[src/rtl/sm_admit_pkg.sv]
package sm_admit_pkg;

  // Verdict on the offer currently presented.
  typedef enum logic [1:0] {
    VERDICT_IDLE,
    VERDICT_TAKE,
    VERDICT_WAIT,
    VERDICT_BAD
  } verdict_e;

  // Registers a block needs: one per thread per register slot.
  function automatic int unsigned reg_demand(int unsigned threads, int unsigned per_thread);
    return threads * per_thread;
  endfunction

  // True when adding 'want' to 'used' stays within 'cap'.
  function automatic logic within_cap(int unsigned used, int unsigned want, int unsigned cap);
    return (used + want) <= cap;
  endfunction

endpackage

[src/rtl/sm_admit_fit.sv]
module sm_admit_fit #(
  parameter int MAX_THR     = 768,
  parameter int MAX_BLK     = 8,
  parameter int REG_POOL    = 8192,
  parameter int SMEM_BYTES  = 16384,
  parameter int BLK_THR_MAX = 512,
  parameter int REQ_THR_W   = 10,
  parameter int NEED_W      = 18,
  parameter int REQ_SMEM_W  = 16,
  parameter int BLK_CW      = 4,
  parameter int THR_CW      = 10,
  parameter int REG_CW      = 14,
  parameter int SMEM_CW     = 15
) (
  input  logic [BLK_CW-1:0]     blk_eff,
  input  logic [THR_CW-1:0]     thr_eff,
  input  logic [REG_CW-1:0]     reg_eff,
  input  logic [SMEM_CW-1:0]    smem_eff,
  input  logic [REQ_THR_W-1:0]  req_thr,
  input  logic [NEED_W-1:0]     req_regs,
  input  logic [REQ_SMEM_W-1:0] req_smem,
  output logic                  malformed,
  output logic                  fit_all
);
  import sm_admit_pkg::*;

  logic thr_ok, blk_ok, reg_ok, smem_ok;

  always_comb begin
    malformed = 32'(req_thr) > 32'(BLK_THR_MAX);
    thr_ok    = within_cap(32'(thr_eff),  32'(req_thr),  32'(MAX_THR));
    blk_ok    = within_cap(32'(blk_eff),  32'd1,         32'(MAX_BLK));
    reg_ok    = within_cap(32'(reg_eff),  32'(req_regs), 32'(REG_POOL));
    smem_ok   = within_cap(32'(smem_eff), 32'(req_smem), 32'(SMEM_BYTES));
    fit_all   = !malformed && thr_ok && blk_ok && reg_ok && smem_ok;
  end

endmodule

[src/rtl/sm_admit_slots.sv]
module sm_admit_slots #(
  parameter int MAX_BLK   = 8,
  parameter int SLOT_W    = 3,
  parameter int REQ_THR_W = 10,
  parameter int REG_CW    = 14,
  parameter int SMEM_CW   = 15
) (
  input  logic                 clk,
  input  logic                 rst_n,
  input  logic                 alloc_en,
  input  logic [REQ_THR_W-1:0] alloc_thr,
  input  logic [REG_CW-1:0]    alloc_regs,
  input  logic [SMEM_CW-1:0]   alloc_smem,
  input  logic                 rel_en,
  input  logic [SLOT_W-1:0]    rel_slot,
  output logic                 rel_hit,
  output logic [REQ_THR_W-1:0] rel_thr,
  output logic [REG_CW-1:0]    rel_regs,
  output logic [SMEM_CW-1:0]   rel_smem,
  output logic                 free_any,
  output logic [SLOT_W-1:0]    free_slot
);

  logic [MAX_BLK-1:0]   busy;
  logic [MAX_BLK-1:0]   busy_eff;
  logic [REQ_THR_W-1:0] thr_q  [MAX_BLK];
  logic [REG_CW-1:0]    regs_q [MAX_BLK];
  logic [SMEM_CW-1:0]   smem_q [MAX_BLK];
  logic                 slot_in_range;

  assign slot_in_range = 32'(rel_slot) < 32'(MAX_BLK);
  assign rel_hit  = rel_en && slot_in_range && busy[rel_slot];
  assign rel_thr  = thr_q[rel_slot];
  assign rel_regs = regs_q[rel_slot];
  assign rel_smem = smem_q[rel_slot];

  // Occupancy as seen after this cycle's retire (retire goes first).
  for (genvar g = 0; g < MAX_BLK; g++) begin : g_eff
    assign busy_eff[g] = busy[g] && !(rel_hit && (rel_slot == SLOT_W'(g)));
  end

  // Lowest free slot wins.
  always_comb begin
    free_any  = 1'b0;
    free_slot = '0;
    for (int i = MAX_BLK - 1; i >= 0; i--) begin
      if (!busy_eff[i]) begin
        free_any  = 1'b1;
        free_slot = SLOT_W'(i);
      end
    end
  end

  always_ff @(posedge clk or negedge rst_n) begin
    if (!rst_n) begin
      busy <= '0;
      for (int i = 0; i < MAX_BLK; i++) begin
        thr_q[i]  <= '0;
        regs_q[i] <= '0;
        smem_q[i] <= '0;
      end
    end else begin
      for (int i = 0; i < MAX_BLK; i++) begin
        if (alloc_en && free_slot == SLOT_W'(i)) begin
          busy[i]   <= 1'b1;
          thr_q[i]  <= alloc_thr;
          regs_q[i] <= alloc_regs;
          smem_q[i] <= alloc_smem;
        end else if (rel_hit && rel_slot == SLOT_W'(i)) begin
          busy[i] <= 1'b0;
        end
      end
    end
  end

endmodule

[src/rtl/sm_admit_ctrl.sv]
module sm_admit_ctrl #(
  parameter int MAX_THR     = 768,
  parameter int MAX_BLK     = 8,
  parameter int REG_POOL    = 8192,
  parameter int SMEM_BYTES  = 16384,
  parameter int BLK_THR_MAX = 512,
  parameter int REQ_THR_W   = 10,
  parameter int RPT_W       = 8,
  parameter int REQ_SMEM_W  = 16,
  localparam int SLOT_W     = (MAX_BLK > 1) ? $clog2(MAX_BLK) : 1,
  localparam int BLK_CW     = $clog2(MAX_BLK + 1),
  localparam int THR_CW     = $clog2(MAX_THR + 1),
  localparam int REG_CW     = $clog2(REG_POOL + 1),
  localparam int SMEM_CW    = $clog2(SMEM_BYTES + 1)
) (
  input  logic                  clk,
  input  logic                  rst_n,
  input  logic                  offer_valid,
  output logic                  offer_ready,
  input  logic [REQ_THR_W-1:0]  offer_threads,
  input  logic [RPT_W-1:0]      offer_rpt,
  input  logic [REQ_SMEM_W-1:0] offer_smem,
  output logic                  grant,
  output logic [SLOT_W-1:0]     grant_slot,
  output logic                  offer_bad,
  input  logic                  retire_valid,
  input  logic [SLOT_W-1:0]     retire_slot,
  output logic                  retire_err,
  output logic [BLK_CW-1:0]     blk_cnt,
  output logic [THR_CW-1:0]     thr_cnt,
  output logic [REG_CW-1:0]     reg_cnt,
  output logic [SMEM_CW-1:0]    smem_cnt
);
  import sm_admit_pkg::*;

  localparam int NEED_W = REQ_THR_W + RPT_W;

  // Named internal events for the checker.
  logic                 rel_fire;
  logic                 rel_stray;
  logic                 malformed;
  logic                 fit_all;
  logic                 free_any;
  verdict_e             verdict;

  logic [NEED_W-1:0]    reg_need;
  logic [REQ_THR_W-1:0] rel_thr;
  logic [REG_CW-1:0]    rel_regs;
  logic [SMEM_CW-1:0]   rel_smem;

  logic [BLK_CW-1:0]    blk_eff;
  logic [THR_CW-1:0]    thr_eff;
  logic [REG_CW-1:0]    reg_eff;
  logic [SMEM_CW-1:0]   smem_eff;

  assign reg_need = NEED_W'(reg_demand(32'(offer_threads), 32'(offer_rpt)));

  sm_admit_slots #(
    .MAX_BLK(MAX_BLK), .SLOT_W(SLOT_W), .REQ_THR_W(REQ_THR_W),
    .REG_CW(REG_CW), .SMEM_CW(SMEM_CW)
  ) slots_i (
    .clk(clk), .rst_n(rst_n),
    .alloc_en(grant),
    .alloc_thr(offer_threads),
    .alloc_regs(REG_CW'(reg_need)),
    .alloc_smem(SMEM_CW'(offer_smem)),
    .rel_en(retire_valid), .rel_slot(retire_slot),
    .rel_hit(rel_fire), .rel_thr(rel_thr), .rel_regs(rel_regs), .rel_smem(rel_smem),
    .free_any(free_any), .free_slot(grant_slot)
  );

  assign rel_stray = retire_valid && !rel_fire;

  // Totals with this cycle's retire already taken out.
  always_comb begin
    blk_eff  = blk_cnt  - (rel_fire ? BLK_CW'(1)        : '0);
    thr_eff  = thr_cnt  - (rel_fire ? THR_CW'(rel_thr)  : '0);
    reg_eff  = reg_cnt  - (rel_fire ? rel_regs          : '0);
    smem_eff = smem_cnt - (rel_fire ? rel_smem          : '0);
  end

  sm_admit_fit #(
    .MAX_THR(MAX_THR), .MAX_BLK(MAX_BLK), .REG_POOL(REG_POOL),
    .SMEM_BYTES(SMEM_BYTES), .BLK_THR_MAX(BLK_THR_MAX),
    .REQ_THR_W(REQ_THR_W), .NEED_W(NEED_W), .REQ_SMEM_W(REQ_SMEM_W),
    .BLK_CW(BLK_CW), .THR_CW(THR_CW), .REG_CW(REG_CW), .SMEM_CW(SMEM_CW)
  ) fit_i (
    .blk_eff(blk_eff), .thr_eff(thr_eff), .reg_eff(reg_eff), .smem_eff(smem_eff),
    .req_thr(offer_threads), .req_regs(reg_need), .req_smem(offer_smem),
    .malformed(malformed), .fit_all(fit_all)
  );

  always_comb begin
    if (!offer_valid)             verdict = VERDICT_IDLE;
    else if (malformed)           verdict = VERDICT_BAD;
    else if (fit_all && free_any) verdict = VERDICT_TAKE;
    else                          verdict = VERDICT_WAIT;
  end

  assign grant       = (verdict == VERDICT_TAKE);
  assign offer_bad   = (verdict == VERDICT_BAD);
  assign offer_ready = grant || offer_bad;

  always_ff @(posedge clk or negedge rst_n) begin
    if (!rst_n) begin
      blk_cnt    <= '0;
      thr_cnt    <= '0;
      reg_cnt    <= '0;
      smem_cnt   <= '0;
      retire_err <= 1'b0;
    end else begin
      blk_cnt    <= blk_eff  + (grant ? BLK_CW'(1)               : '0);
      thr_cnt    <= thr_eff  + (grant ? THR_CW'(offer_threads)   : '0);
      reg_cnt    <= reg_eff  + (grant ? REG_CW'(reg_need)        : '0);
      smem_cnt   <= smem_eff + (grant ? SMEM_CW'(offer_smem)     : '0);
      retire_err <= retire_err || rel_stray;
    end
  end

endmodule

[config.mk]
export PLATFORM = sky130hd
export DESIGN_NAME = sm_admit_ctrl
export DESIGN_NICKNAME = d
export VERILOG_FILES = /design/src/rtl/sm_admit_pkg.sv /design/src/rtl/sm_admit_fit.sv /design/src/rtl/sm_admit_slots.sv /design/src/rtl/sm_admit_ctrl.sv
export SDC_FILE = /design/constraint.sdc
export NUM_CORES = 1
export LEC_CHECK = 0
export CORE_AREA = 2 2 220 222
export CTS_CLUSTER_SIZE = 12
export DETAILED_ROUTE_END_ITERATION = 8
export DIE_AREA = 0 0 222 224
export GPL_ROUTABILITY_DRIVEN = 0
export HOLD_SLACK_MARGIN = 0.05
export PLACE_DENSITY = 0.7
export SLEW_MARGIN = 10
export SYNTH_ARGS = -nofsm -noshare
export SYNTH_HDL_FRONTEND = slang
export SYNTH_SLANG_ARGS = --single-unit
[constraint.sdc]
create_clock -name clk -period 11.83 [get_ports clk]
set_clock_uncertainty 0.05 [all_clocks]
set_input_delay 2.9575 -clock clk [delete_from_list [all_inputs] [get_ports clk]]
set_output_delay 2.9575 -clock clk [all_outputs]
set_load 0.01 [all_outputs]
Word level (Yosys, flattened, before mapping)
Cells that the tools add are included.
Word-level totals
  bits in registers: 364
  bits of input ports: 41
  output and inout port bits: 50
Operators by class
  add/sub/neg operators: 12
  multiply operators: 1
  $lt $le $gt $ge: 7
  equal/unequal tests: 16
  multiplexer cells: 54
  bitwise gates (word level): 1
  reductions and logical operators: 53
Operators with widths (count)
  two-way mux 15 bit: 4
  two-way mux 14 bit: 4
  binary-select mux 15 bit (select 3 bit): 1
  binary-select mux 14 bit (select 3 bit): 1
  two-way mux 10 bit: 4
  less-or-equal comparator 32 x 10 -> 1 bit, second input constant: 1
  less-or-equal comparator 32 x 14 -> 1 bit, second input constant: 1
  less-or-equal comparator 32 x 15 -> 1 bit, second input constant: 1
  less-or-equal comparator 32 x 4 -> 1 bit, second input constant: 1
  logical AND 1 bit: 31
  binary-select mux 10 bit (select 3 bit): 1
  two-way mux 1 bit: 27
  == test 3 bit, second input constant: 8
  two-way mux 3 bit: 8
  adder 14 x 18 -> 19 bit: 1
  multiplier 10 x 8 -> 18 bit: 1
  adder 15 x 16 -> 17 bit: 1
  nonzero test 2 bit: 8
  adder 15 bit: 1
  subtractor 15 bit: 1
  adder 14 bit: 1
  subtractor 14 bit: 1
  == test 3 x 2 -> 1 bit, second input constant: 4
  adder 10 x 10 -> 11 bit: 1
  17 further kinds: 31

Depth between registers and ports, before layout
Gate-level depths: netlist of run 1.
  depth in word-level cells: 21
  gate-level depth with buffers: 44
  gate-level depth less buffers: 39

By module
A second synthesis of run 1 with hierarchy kept.
Unflattened totals
  cells, all modules: 1976
  area total of the unflattened synthesis: 23638.9 µm²
Modules (own cells, without submodules)
  sm_admit_slots: times used 1, cells each 871, area an instance 14477.6 µm², sequential area each 8007.7 µm²
  sm_admit_ctrl: times used 1, cells each 847, area an instance 7225.7 µm², sequential area each 1101.1 µm²
  sm_admit_fit: times used 1, cells each 258, area an instance 1935.6 µm², sequential area each 0.0 µm²

Worst setup path before layout of run 1
Ideal clock, no wire load.
  path kind: input-to-output
  start: input port retire_slot[0]
  end: output port grant
  arrival: 9.394 ns
  required time: 8.823 ns
  setup slack: -0.572 ns
  stages: 26
  path buffers: 5
  path through: buf_2 buf_1 clkbuf_1 buf_1 mux4_2 mux2_2 nand2_1 ha_1 nor2b_1 o21ai_0 a21boi_0 o21ai_0 a21boi_0 o21ai_0 a21oi_1 o41ai_1 mux2i_1 o2111ai_1 ha_1 a211oi_1 o211ai_1 a211oi_1 nor4b_1 a31oi_1 nor4b_4 clkbuf_1
On the way
  cells in the longest elaborated chain, start to end: 19
Ends and longest elaborated chain
  start: declaration: RTL line sm_admit_ctrl.sv:27  | input logic [SLOT_W-1:0] retire_slot,
  parallel branches: the longest is 14 deep, another holds less-or-equal comparator 32 x 14 -> 1 bit
  logical AND 1 bit *: RTL line sm_admit_ctrl.sv:96  | else if (fit_all && free_any) verdict = VERDICT_TAKE;
  two-way mux 2 bit *: RTL line sm_admit_ctrl.sv:96
  two-way mux 2 bit *: RTL line sm_admit_ctrl.sv:95  | else if (malformed) verdict = VERDICT_BAD;
  two-way mux 2 bit *: RTL line sm_admit_ctrl.sv:94  | if (!offer_valid) verdict = VERDICT_IDLE;
  == test 2 x 1 -> 1 bit *: RTL line sm_admit_ctrl.sv:100  | assign grant = (verdict == VERDICT_TAKE);
  end: declaration: RTL line sm_admit_ctrl.sv:23  | output logic grant,
Every way passes the cells marked *. The select of a mux whose other input is x is not followed.

Final worst setup path of run 1
  start: input port offer_threads[6]
  end: output port offer_ready
RTL lines
  start: declaration: RTL line sm_admit_ctrl.sv:20  | input logic [REQ_THR_W-1:0] offer_threads,
  multiplier 10 x 8 -> 18 bit *: RTL line sm_admit_pkg.sv:13  | return threads * per_thread;
  net fit_i.req_regs[13]: RTL line sm_admit_fit.sv:20  | input logic [NEED_W-1:0] req_regs,
  adder 14 x 18 -> 19 bit *: RTL line sm_admit_pkg.sv:18  | return (used + want) <= cap;
  less-or-equal comparator 32 x 14 -> 1 bit *: RTL line sm_admit_pkg.sv:18
  logical AND 1 bit * (2 in a row): RTL line sm_admit_fit.sv:35  | fit_all = !malformed && thr_ok && blk_ok && reg_ok && smem_ok;
  logical AND 1 bit *: RTL line sm_admit_ctrl.sv:96
  two-way mux 2 bit *: RTL line sm_admit_ctrl.sv:96
  two-way mux 2 bit *: RTL line sm_admit_ctrl.sv:95
  two-way mux 2 bit *: RTL line sm_admit_ctrl.sv:94
  == test 2 x 1 -> 1 bit / == test 2 bit (equally long branches): RTL line sm_admit_ctrl.sv:100, sm_admit_ctrl.sv:101
  logical OR 1 bit *: RTL line sm_admit_ctrl.sv:102  | assign offer_ready = grant || offer_bad;
  end: declaration: RTL line sm_admit_ctrl.sv:19  | output logic offer_ready,
The timed path passes the listed nets; every way through them passes the cells marked *.

==> results.cfg, run 1 <==
[outcome]
status = completed

[logic_synthesis]
synthSimpleGateAreaFrac_pct = 8.06
synth_seq_cells = 364
synthesis.area_per_instance_sq_um = 11.8
yosys.area_share.adder_pct = 13.0
synth_compound_area_share_pct = 7.86
post_synth_instance_area_sq_um = 23500
post_synth_edffs = 0
cell_count_after_synthesis = 1993
muxShareOfSynthArea_pct = 24.8
post_synth_xor_area_fraction_pct = 3.70
async_reset_ff_share_pct = 100
synth.distinct_cells = 70
combinational_family_with_the_most_area_after_synthesis = multiplexers
synth_fp_nets = 2244
ys_seq_area_share_pct = 38.8
synthFlopType = sky130_fd_sc_hd__dfrtp_1
ys.warnings.count = 0

[pwr]
power.leakage_nw = 13.8
pwr-share-seq_pct = 19.4
p_comb_share_pct = 63.5
power_mw = 7.41
swShare_pct = 41.4
p_clk_share_pct = 17.1
intPower_mw = 4.34
powerDensity_nw_per_um2 = 260
worst_voltage_drop_across_the_vdd_grid_v = 0.000282
total_switching_power_mw = 3.07

[global_route]
global_route_congestion_overflow_total = 0
first_global_vias = 18100
grt_first_pass_wirelength_mm = 96.8
grt_antenna_before_repair = 1
grt_max_degree = 173
grt_util_all_layers_pct = 24.7

[die]
floorplan.core_area_sq_um = 47300
dieWidth_microns = 222
initial_utilization_pct = 49.6
design.portCount = 91
height_of_the_chip_microns = 224
die-area_sq_um = 49700
std_cell_rows = 80

[sta]
worstMarginPinSlew_ns = 1.09
holdWs_ns = 0.431
fmaxAchievable_mhz = 85.8
time_the_final_worst_path_needs_with_i_o_delays_and_setup_ns = 11.66
timing.final.crit_share_pct = 98.6
rsz_0062_raised_after_global_routing = yes
setup_viol_count_final = 0
report.final.slew_viol_count = 0
normalized_max_slew_margin_pct = 27.7
final_hold_viol_count = 0

[setup_path]
critical_path_required_ns = 8.82
cp_capture_type = output port
path_max_fanout = 4
setup.worst_path.class = in2out
worstSetupStartpointType = input port
worst_ep_arrival_time_ns = 8.65

[finish]
area_growth_syn_to_layout_pct = 21.0
final_common_cell = sky130_fd_sc_hd__dfrtp_1
finalInstanceArea_sq_um = 28400
nNetsFinal = 2530
post_route_cells_drive_above_1_share_pct = 36.3
final_cell_count_no_fill = 2922
commonest_cells_after_routing_fill_and_taps_aside = 364 x sky130_fd_sc_hd__dfrtp_1, 336 x sky130_fd_sc_hd__mux2_2, 242 x sky130_fd_sc_hd__buf_4
fin_util_pct = 60.1
final.fill_count = 3703

[routing]
route.antenna.remaining_nets = 0
route.vias.total = 16800
drt_drc_violations_left = 0
drt_wirelength_mm = 60.3
number_of_drc_markers_after_the_initial_detailed_route_iteration = 1011
drt-pass1-iter-count = 5
detail_route.wl_per_cell_microns = 20.6
drt_via_density = 5.75

[clock_tree]
clkLatencyLatePin_ns = 0.57
clkTransAtPathRegs_ns = 0.06
htree_levels = 2
clock_sink_count = 364
tritoncts_clock_tree = built
cts-root-buf = sky130_fd_sc_hd__clkbuf_16
clock_buffers_created_by_tritoncts = 41
cts_max_path_buffers = 3

[run]
maxCapViolations = 0

[placed_design]
placedInstanceArea_sq_um = 26600
number_of_i_o_port_buffers = 90
dpl.hpwl_mm = 42.4
dpl.cell_count = 2838

[worst_hold_path]
holdCritPathClass = reg2reg
worst paths after layout:
check / start / end / slack [ns] / cells past startpoint
setup / recovery: offer_threads[6] / offer_ready / 0.17 / 26
hold / removal: retire_err / retire_err / 0.43 / 1
setup reg to reg: slots_i.busy[3] / smem_cnt[14] / 2.73 / 41
hold reg to reg: retire_err / retire_err / 0.43 / 1
max in group asynchronous: rst_n / slots_i.smem_q[37] / 6.85 / 3
min in group asynchronous: rst_n / slots_i.smem_q[116] / 2.42 / 1
what timing repair did:
item                                    in CTS  in global routing
hold buffers                                 0                  0
buffers inserted                             8                  8
endpoints found under the setup margin       5                  5
resized for setup                          100                108
pin swaps                                   36                 53
critical path: stages:
cell,delay [ns]
sky130_fd_sc_hd__buf_2,0.15
sky130_fd_sc_hd__nand2_2,0.08
sky130_fd_sc_hd__fa_1,0.57
sky130_fd_sc_hd__fa_1,0.46
sky130_fd_sc_hd__fa_2,0.60
sky130_fd_sc_hd__fa_2,0.45
sky130_fd_sc_hd__inv_2,0.08
sky130_fd_sc_hd__ha_4,0.20
sky130_fd_sc_hd__buf_6,0.12
sky130_fd_sc_hd__a21o_4,0.22
sky130_fd_sc_hd__nor3_4,0.22
sky130_fd_sc_hd__a21oi_4,0.08
sky130_fd_sc_hd__o21a_1,0.19
sky130_fd_sc_hd__nor2_2,0.14
sky130_fd_sc_hd__xnor2_2,0.10
sky130_fd_sc_hd__ha_2,0.18
sky130_fd_sc_hd__nor3_2,0.17
sky130_fd_sc_hd__o211ai_1,0.11
sky130_fd_sc_hd__nor3_1,0.19
sky130_fd_sc_hd__nand3_1,0.14
sky130_fd_sc_hd__a2111oi_4,0.40
sky130_fd_sc_hd__o2111a_1,0.25
sky130_fd_sc_hd__o2111a_1,0.21
sky130_fd_sc_hd__nor2b_4,0.14
sky130_fd_sc_hd__o21a_1,0.11
sky130_fd_sc_hd__buf_2,0.12
cell type report:
type | instances | area [sq um] | share of cell area (%)
antenna | 1 | 2.50 | 0.00880
tap | 615 | 769 | 2.71
clock inverter | 9 | 140 | 0.493
clock buffer | 61 | 1170 | 4.12
sequential | 364 | 9110 | 32.0
inverter | 127 | 479 | 1.68
multi-input combinational | 1411 | 14000 | 49.2
timing repair buffer | 334 | 2760 | 9.72
through the flow:
| step | setup WS [ns] | TNS (ns) |
|---|---|---|
| after floorplan | 0.0116 | 0 |
| final | 0.170 | 0 |
| after CTS | 0.00312 | 0 |
| after global routing | -0.195 | -0.287 |
| after global placement | -0.956 | -4.37 |
| after detailed placement | -1.08 | -6.60 |
cells in the mapped netlist, drive strengths merged, types with 6 or more instances:
master	instances	share of area [%]
and3	9	0.24
nand2b	9	0.24
o21a	12	0.38
mux2	347	17
mux2i	13	0.55
a21oi	70	1.5
o211ai	10	0.32
nor3	31	0.66
nand3	17	0.36
inv	119	1.9
fa	57	4.9
mux4	80	7.7
clkbuf	48	0.77
a21o	24	0.77
ha	153	8.1
a211oi	16	0.53
nor2	69	1.1
o21ai	63	1.3
a31oi	13	0.35
dfrtp	364	39
nor4	6	0.16
and2	82	2.2
buf	43	1.0
o41ai	6	0.22
xnor2	62	2.3
o21bai	21	0.67
nor2b	12	0.32
clkinv	8	0.13
nand2	122	1.9
xor2	32	1.2
power by group through the flow:
stage | Combinational (mW) | Clock, mW | Sequential [mW]
after global placement | 4.18 | 0 | 1.45
final | 4.71 | 1.26 | 1.44
after detailed placement | 4.30 | 0 | 1.46
after floorplan | 2.54 | 0 | 1.46
after CTS | 4.48 | 1.29 | 1.44
after global routing | 5.13 | 1.34 | 1.45
state kept, by name, indices dropped and copies added, names as in the netlist:
signal          flops
slots_i.regs_q    112
blk_cnt             4
slots_i.thr_q      80
slots_i.busy        8
thr_cnt            10
slots_i.smem_q    120
smem_cnt           15
retire_err          1
reg_cnt            14
routing by layer:
layer	vias up	global-route usage (%)	part of all wire, %
li1	7718	-	-
met1	8533	31.1	41
met2	425	43.1	50
met3	134	3.59	5.3
met4	2	10.1	3.8
met5	-	0	0.017
kinds of logic after synthesis:
family / Yosys count
multiplexers: 440
AND/OR/NAND/NOR: 382
flip-flops: 364
AO/OA/AOI/OAI: 283
buffers and inverters: 218
adder cells (fa/ha/maj): 210
XOR/XNOR: 96
No activity file was read; power rests on OpenSTA's default activity.
==> run 2: changes to the inputs <==
- PLACE_DENSITY: 0.7 -> 0.66
- SKIP_LAST_GASP: unset -> 1
==> run 2 against run 1 <==
Compared with the run above: total power rose by 0.77%; flip-flop and latch count did not move; largest cell class unchanged; non-clock buffer count rose by 27; utilization rose by 0.25 points; largest power group unchanged.
==> results.cfg, run 2 (synthesized netlist as in run 1, its figures left out) <==
[clock_tree]
clkLatencyLatePin_ns = 0.57
htree_levels = 2
clkTransAtPathRegs_ns = 0.06
clock_sink_count = 364
tritoncts_clock_tree = built
cts-root-buf = sky130_fd_sc_hd__clkbuf_16
clock_buffers_created_by_tritoncts = 42
cts_max_path_buffers = 3

[die]
die-area_sq_um = 49700
floorplan.core_area_sq_um = 47300
height_of_the_chip_microns = 224
initial_utilization_pct = 49.6
dieWidth_microns = 222
std_cell_rows = 80
design.portCount = 91

[routing]
drt_drc_violations_left = 0
number_of_drc_markers_after_the_initial_detailed_route_iteration = 947
drt-pass1-iter-count = 5
route.vias.total = 16900
drt_wirelength_mm = 60.2
detail_route.wl_per_cell_microns = 20.4
drt_via_density = 5.74
route.antenna.remaining_nets = 0

[placed_design]
place_ws_ns = -1.02
dpl.hpwl_mm = 42.9
placedInstanceArea_sq_um = 26800
dpl.cell_count = 2863
number_of_i_o_port_buffers = 90

[run]
maxCapViolations = 0

[finish]
finalInstanceArea_sq_um = 28600
largest-register = slots_i.smem_q
commonest_cells_after_routing_fill_and_taps_aside = 364 x sky130_fd_sc_hd__dfrtp_1, 336 x sky130_fd_sc_hd__mux2_2, 264 x sky130_fd_sc_hd__buf_4
final.fill_count = 3760
largest_reg_flops = 120
ant_diodes = 0
post_route_cells_drive_above_1_share_pct = 35.5
seqCellArea_sq_um = 9110
final_common_cell = sky130_fd_sc_hd__dfrtp_1
nNetsFinal = 2558
final_cell_count_no_fill = 2954
area_growth_syn_to_layout_pct = 21.5
layout_top_registers = slots_i.smem_q x120, slots_i.regs_q x112, slots_i.thr_q x80
multi_input_comb_area_sq_um = 13800

[global_route]
grt_util_all_layers_pct = 24.9
global_route_congestion_overflow_total = 0
first_global_vias = 18200
grt_first_pass_wirelength_mm = 97.8
grt_max_degree = 171
grt_antenna_before_repair = 0

[setup_path]
worstSetupStartpointType = input port
critical_path_required_ns = 8.82
setup.worst_path.class = in2out
worst_ep_arrival_time_ns = 8.81
path_max_fanout = 4
cp_capture_type = output port

[sta]
worstMarginPinSlew_ns = 1.03
fmaxAchievable_mhz = 84.6
normalized_max_slew_margin_pct = 31.2
timing.final.crit_share_pct = 99.9
holdWs_ns = 0.405
pnr_worst_setup_slack_ns = 0.0163
report.final.slew_viol_count = 0
rsz_0062_raised_after_global_routing = yes
setup_viol_count_final = 0
time_the_final_worst_path_needs_with_i_o_delays_and_setup_ns = 11.81
final_hold_viol_count = 0

[pwr]
power_mw = 7.46
worst_voltage_drop_across_the_vdd_grid_v = 0.000305
powerDensity_nw_per_um2 = 261
power.leakage_nw = 14.0

[worst_hold_path]
holdCritPathClass = reg2reg

[outcome]
status = completed
==> run 2: metal layers <==
layer	share of wire (%)	up-vias	global-route usage, %
li1	-	7781	-
met2	50	330	43.3
met5	0	-	0
met1	44	8765	32.3
met3	4.3	72	3.28
met4	2.5	0	7.80
==> run 2: final cells by class <==
class / count / area share, %
Multi-Input combinational cell: 1411 / 48.4
Sequential cell: 364 / 31.9
Timing Repair Buffer: 361 / 10.6
Clock buffer: 63 / 4.32
Tap cell: 615 / 2.69
Inverter: 127 / 1.69
Clock inverter: 13 / 0.451
==> run 2: worst paths after layout <==
path,startpoint,end,slack [ns],cells after the start
worst min register to register,retire_err,retire_err,0.40,1
worst max-delay path,offer_threads[6],grant,0.02,25
worst max register to register,slots_i.busy[6],reg_cnt[13],2.81,41
min in group asynchronous,rst_n,slots_i.thr_q[76],2.42,1
max in group asynchronous,rst_n,slots_i.regs_q[84],6.87,3
worst min-delay path,retire_err,retire_err,0.40,1
==> run 2: where the power goes <==
part | switching (mW) | internal (mW) | leakage (nW)
combinational | 2.43 | 2.31 | 8.34
clock | 0.543 | 0.747 | 0.655
sequential | 0.0833 | 1.35 | 4.98
==> run 2: metrics by stage <==
step	setup TNS (ns)	util, %
2_1_floorplan	0	-
3_3_place_gp	-5.11	56.7
3_5_place_dp	-6.30	56.7
4_1_cts	0	59.9
5_1_grt	-0.664	60.3
6_report	0	60.3
==> run 2: critical path, cell delays in order <==
cell,delay [ns]
sky130_fd_sc_hd__buf_4,0.14
sky130_fd_sc_hd__and2_4,0.16
sky130_fd_sc_hd__fa_1,0.49
sky130_fd_sc_hd__inv_1,0.05
sky130_fd_sc_hd__fa_1,0.50
sky130_fd_sc_hd__fa_1,0.45
sky130_fd_sc_hd__fa_1,0.58
sky130_fd_sc_hd__inv_2,0.05
sky130_fd_sc_hd__ha_4,0.22
sky130_fd_sc_hd__a2111oi_4,0.33
sky130_fd_sc_hd__o21ai_1,0.14
sky130_fd_sc_hd__o211ai_1,0.12
sky130_fd_sc_hd__xor2_1,0.21
sky130_fd_sc_hd__clkinv_2,0.10
sky130_fd_sc_hd__ha_4,0.29
sky130_fd_sc_hd__inv_4,0.03
sky130_fd_sc_hd__a221oi_2,0.29
sky130_fd_sc_hd__o221ai_2,0.14
sky130_fd_sc_hd__nor4bb_1,0.29
sky130_fd_sc_hd__nand4_1,0.19
sky130_fd_sc_hd__nor4_4,0.33
sky130_fd_sc_hd__buf_4,0.17
sky130_fd_sc_hd__o2111ai_4,0.11
sky130_fd_sc_hd__nor4b_4,0.28
sky130_fd_sc_hd__buf_2,0.18
==> run 2: what timing repair did <==
action                     4_1_cts  5_1_grt
cloned                           1        0
hold endpoints to repair         0        0
hold buffers                     0        0
setup endpoints to repair        5        4
pin swaps                       21       30
setup buffers                    7        7
gates resized for setup         98       50
==> run 3: changes to the inputs <==
- CORE_AREA: 2 2 220 222 -> 2 2 221 223
- DIE_AREA: 0 0 222 224 -> 0 0 223 225
- SYNTH_HIERARCHICAL: unset -> 1
==> run 3 against run 2 <==
Compared with the run above: the run now ends with negative setup slack left; combinational power decreased by 1%; wire length increased by 4.9%; die area increased by 0.90%; utilization increased by 1.7 points; clock power increased by 6%; cell count increased by 1.9%; first-iteration DRC count increased by 14%; final area increased by 3.3%; total power increased by 0.39%; count of clock-buffer cells in the layout decreased by 2; register-to-register slack got worse by 0.10 ns; non-clock buffer count increased by 52; critical path type unchanged; largest cell class unchanged; largest power group unchanged.
==> results.cfg, run 3 <==
[placed_design]
dpl.hpwl_mm = 44.4
place_ws_ns = -1.57
number_of_i_o_port_buffers = 90

[finish]
area_growth_syn_to_layout_pct = 24.8
fin_util_pct = 62.0
largest_reg_flops = 120
nNetsFinal = 2618
final.fill_count = 3646
layout_top_registers = slots_i/smem_q x120, slots_i/regs_q x112, slots_i/thr_q x80
final_common_cell = sky130_fd_sc_hd__dfrtp_1
seqCellArea_sq_um = 9110
multi_input_comb_area_sq_um = 14300
post_route_cells_drive_above_1_share_pct = 38.1
ant_diodes = 0
largest-register = slots_i/smem_q
commonest_cells_after_routing_fill_and_taps_aside = 364 x sky130_fd_sc_hd__dfrtp_1, 315 x sky130_fd_sc_hd__mux2_2, 306 x sky130_fd_sc_hd__buf_4

[global_route]
global_route_congestion_overflow_total = 0
first_global_vias = 18700
grt_util_all_layers_pct = 25.7
grt_antenna_before_repair = 2
grt_first_pass_wirelength_mm = 101
grt_max_degree = 176

[routing]
drt_wirelength_mm = 63.1
drt_via_density = 5.76
detail_route.wl_per_cell_microns = 21.0
drt_drc_violations_left = 0
number_of_drc_markers_after_the_initial_detailed_route_iteration = 1081
route.vias.total = 17300
drt-pass1-iter-count = 7
route.antenna.remaining_nets = 0

[pwr]
power_mw = 7.49
power.leakage_nw = 14.4
powerDensity_nw_per_um2 = 254
worst_voltage_drop_across_the_vdd_grid_v = 0.000269

[sta]
setup_viol_count_final = 2
fmaxAchievable_mhz = 83.0
rsz_0062_raised_after_global_routing = yes
timing.final.crit_share_pct = 102
final_hold_viol_count = 0
report.final.slew_viol_count = 0
time_the_final_worst_path_needs_with_i_o_delays_and_setup_ns = 12.05
pnr_worst_setup_slack_ns = -0.217
normalized_max_slew_margin_pct = 31.0
setup_tns_ns = -0.322
worstMarginPinSlew_ns = 1.04

[setup_path]
critical_path.most_common_cell = sky130_fd_sc_hd__buf_4
cp_capture_type = output port
startpoint = offer_threads[1]
critical_path_required_ns = 8.82
slack_of_the_worst_reg_to_reg_path_ns = 2.71
setup.worst_path.class = in2out
worst_ep_arrival_time_ns = 9.04
crit_path_top_delay_cell = sky130_fd_sc_hd__or4_4
path_max_fanout = 5
largest_stage_delay_on_the_critical_path_ns = 0.57
timing.rr.start = slots_i/busy[2]
worstSetupStartpointType = input port

[logic_synthesis]
cell_count_after_synthesis = 1976
synth_top_area_cell = sky130_fd_sc_hd__dfrtp_1
synth_seq_cells = 364
synth.distinct_cells = 87
post_synth_instance_area_sq_um = 23600
yosys-top-cells-count = 364 x sky130_fd_sc_hd__dfrtp_1, 315 x sky130_fd_sc_hd__mux2_2, 153 x sky130_fd_sc_hd__ha_1
async_reset_ff_share_pct = 100
synthFlopType = sky130_fd_sc_hd__dfrtp_1
synth_top_area_share_pct = 38.5
synth_area_leaders = sky130_fd_sc_hd__dfrtp_1 39%, sky130_fd_sc_hd__mux2_2 15%, sky130_fd_sc_hd__ha_1 8.1%, sky130_fd_sc_hd__mux4_2 7.5%, sky130_fd_sc_hd__fa_1 4.8%
synthesis.area_per_instance_sq_um = 12.0
post_synth_edffs = 0
synth_fp_nets = 2227
ys.warnings.count = 6
ys_seq_area_share_pct = 38.5
synth_most_common_cell = sky130_fd_sc_hd__dfrtp_1

[die]
initial_utilization_pct = 49.7
die-area_sq_um = 50200
std_cell_rows = 80
dieWidth_microns = 223
floorplan.core_area_sq_um = 47500
design.portCount = 91
height_of_the_chip_microns = 225

[clock_tree]
tritoncts_clock_tree = built
htree_levels = 2
cts_max_path_buffers = 3
clock_buffers_created_by_tritoncts = 43
cts-root-buf = sky130_fd_sc_hd__clkbuf_16
clkTransAtPathRegs_ns = 0.05
clkLatencyLatePin_ns = 0.59
clock_sink_count = 364

[worst_hold_path]
hold_start = slots_i/regs_q[77]
holdCritPathClass = reg2reg

[outcome]
violations = negative setup slack
status = finished, violations left

[run]
maxCapViolations = 0
==> run 3: cell count changes after synthesis, sizes merged, moves of 8 or more <==
cell and change:
a21o +10, and2 +26, clkbuf -25, clkinv -8
nand2 -19, nor2 -12, o21ai -8, o21bai -8
==> run 3: what timing repair did <==
item	in CTS	in global routing
pin swaps	72	16
hold buffers	0	0
buffers inserted	16	0
gates resized for setup	158	22
setup endpoints to repair	11	7
==> run 3: worst paths after layout <==
path / end / cells past startpoint
min in group asynchronous: slots_i/thr_q[53] / 1
max in group asynchronous: slots_i/regs_q[87] / 3
max: grant / 29
min: slots_i/regs_q[77] / 1
max reg2reg: smem_cnt[14] / 36
min reg2reg: slots_i/regs_q[77] / 1
==> run 3: where the power goes <==
part | leakage, nW | internal [mW] | total [mW] | switching (mW)
logic | 8.76 | 2.33 | 4.69 | 2.36
registers | 4.98 | 1.36 | 1.44 | 0.0765
clock network | 0.705 | 0.822 | 1.37 | 0.548
total | 14.4 | 4.51 | 7.49 | 2.99
==> run 3: stage by stage <==
stage               std cells  hold slack (ns)  instance area, sq um
finish                   3009            0.435                 29500
global route             3009            0.459                 29500
CTS                      3011            0.435                 29500
detailed placement       2923            0.423                 27600
global placement         2923            0.413                 27600
floorplan                1976            0.402                 23700
==> run 3: kinds of logic (layout without fill, tap and decap cells) <==
family / Yosys count / count (layout) / share of synthesized area, %
fa+ha+maj: 210 / 210 / 12.9
xor+xnor: 94 / 94 / 3.51
buf+inv: 189 / 607 / 3.26
simple gates: 398 / 398 / 9.02
flops: 364 / 364 / 38.5
mux: 440 / 440 / 24.7
compound gates: 281 / 281 / 8.08
==> run 3: area by class of cell <==
class | instances | area share, %
clock buffer | 61 | 4.22
clock inverter | 11 | 0.675
inverter | 122 | 1.55
multi-input combinational | 1423 | 48.3
sequential | 364 | 30.9
tap | 615 | 2.61
timing repair buffer | 413 | 11.7
==> run 3: metal layers <==
| layer | vias up | share of wire [%] | track usage (%) |
|---|---|---|---|
| met5 | - | 0.021 | 0 |
| met2 | 391 | 49 | 45.0 |
| li1 | 7941 | - | - |
| met4 | 2 | 2.3 | 6.52 |
| met1 | 8909 | 44 | 33.6 |
| met3 | 100 | 4.3 | 3.61 |
==> run 3: worst max-delay path, delay by kind of cell <==
kind            cells  cell delay (ns)
compound gates      5             1.09
buf+inv             9             0.83
simple gates        8             1.85
fa+ha+maj           6             2.08
xor+xnor            1             0.21
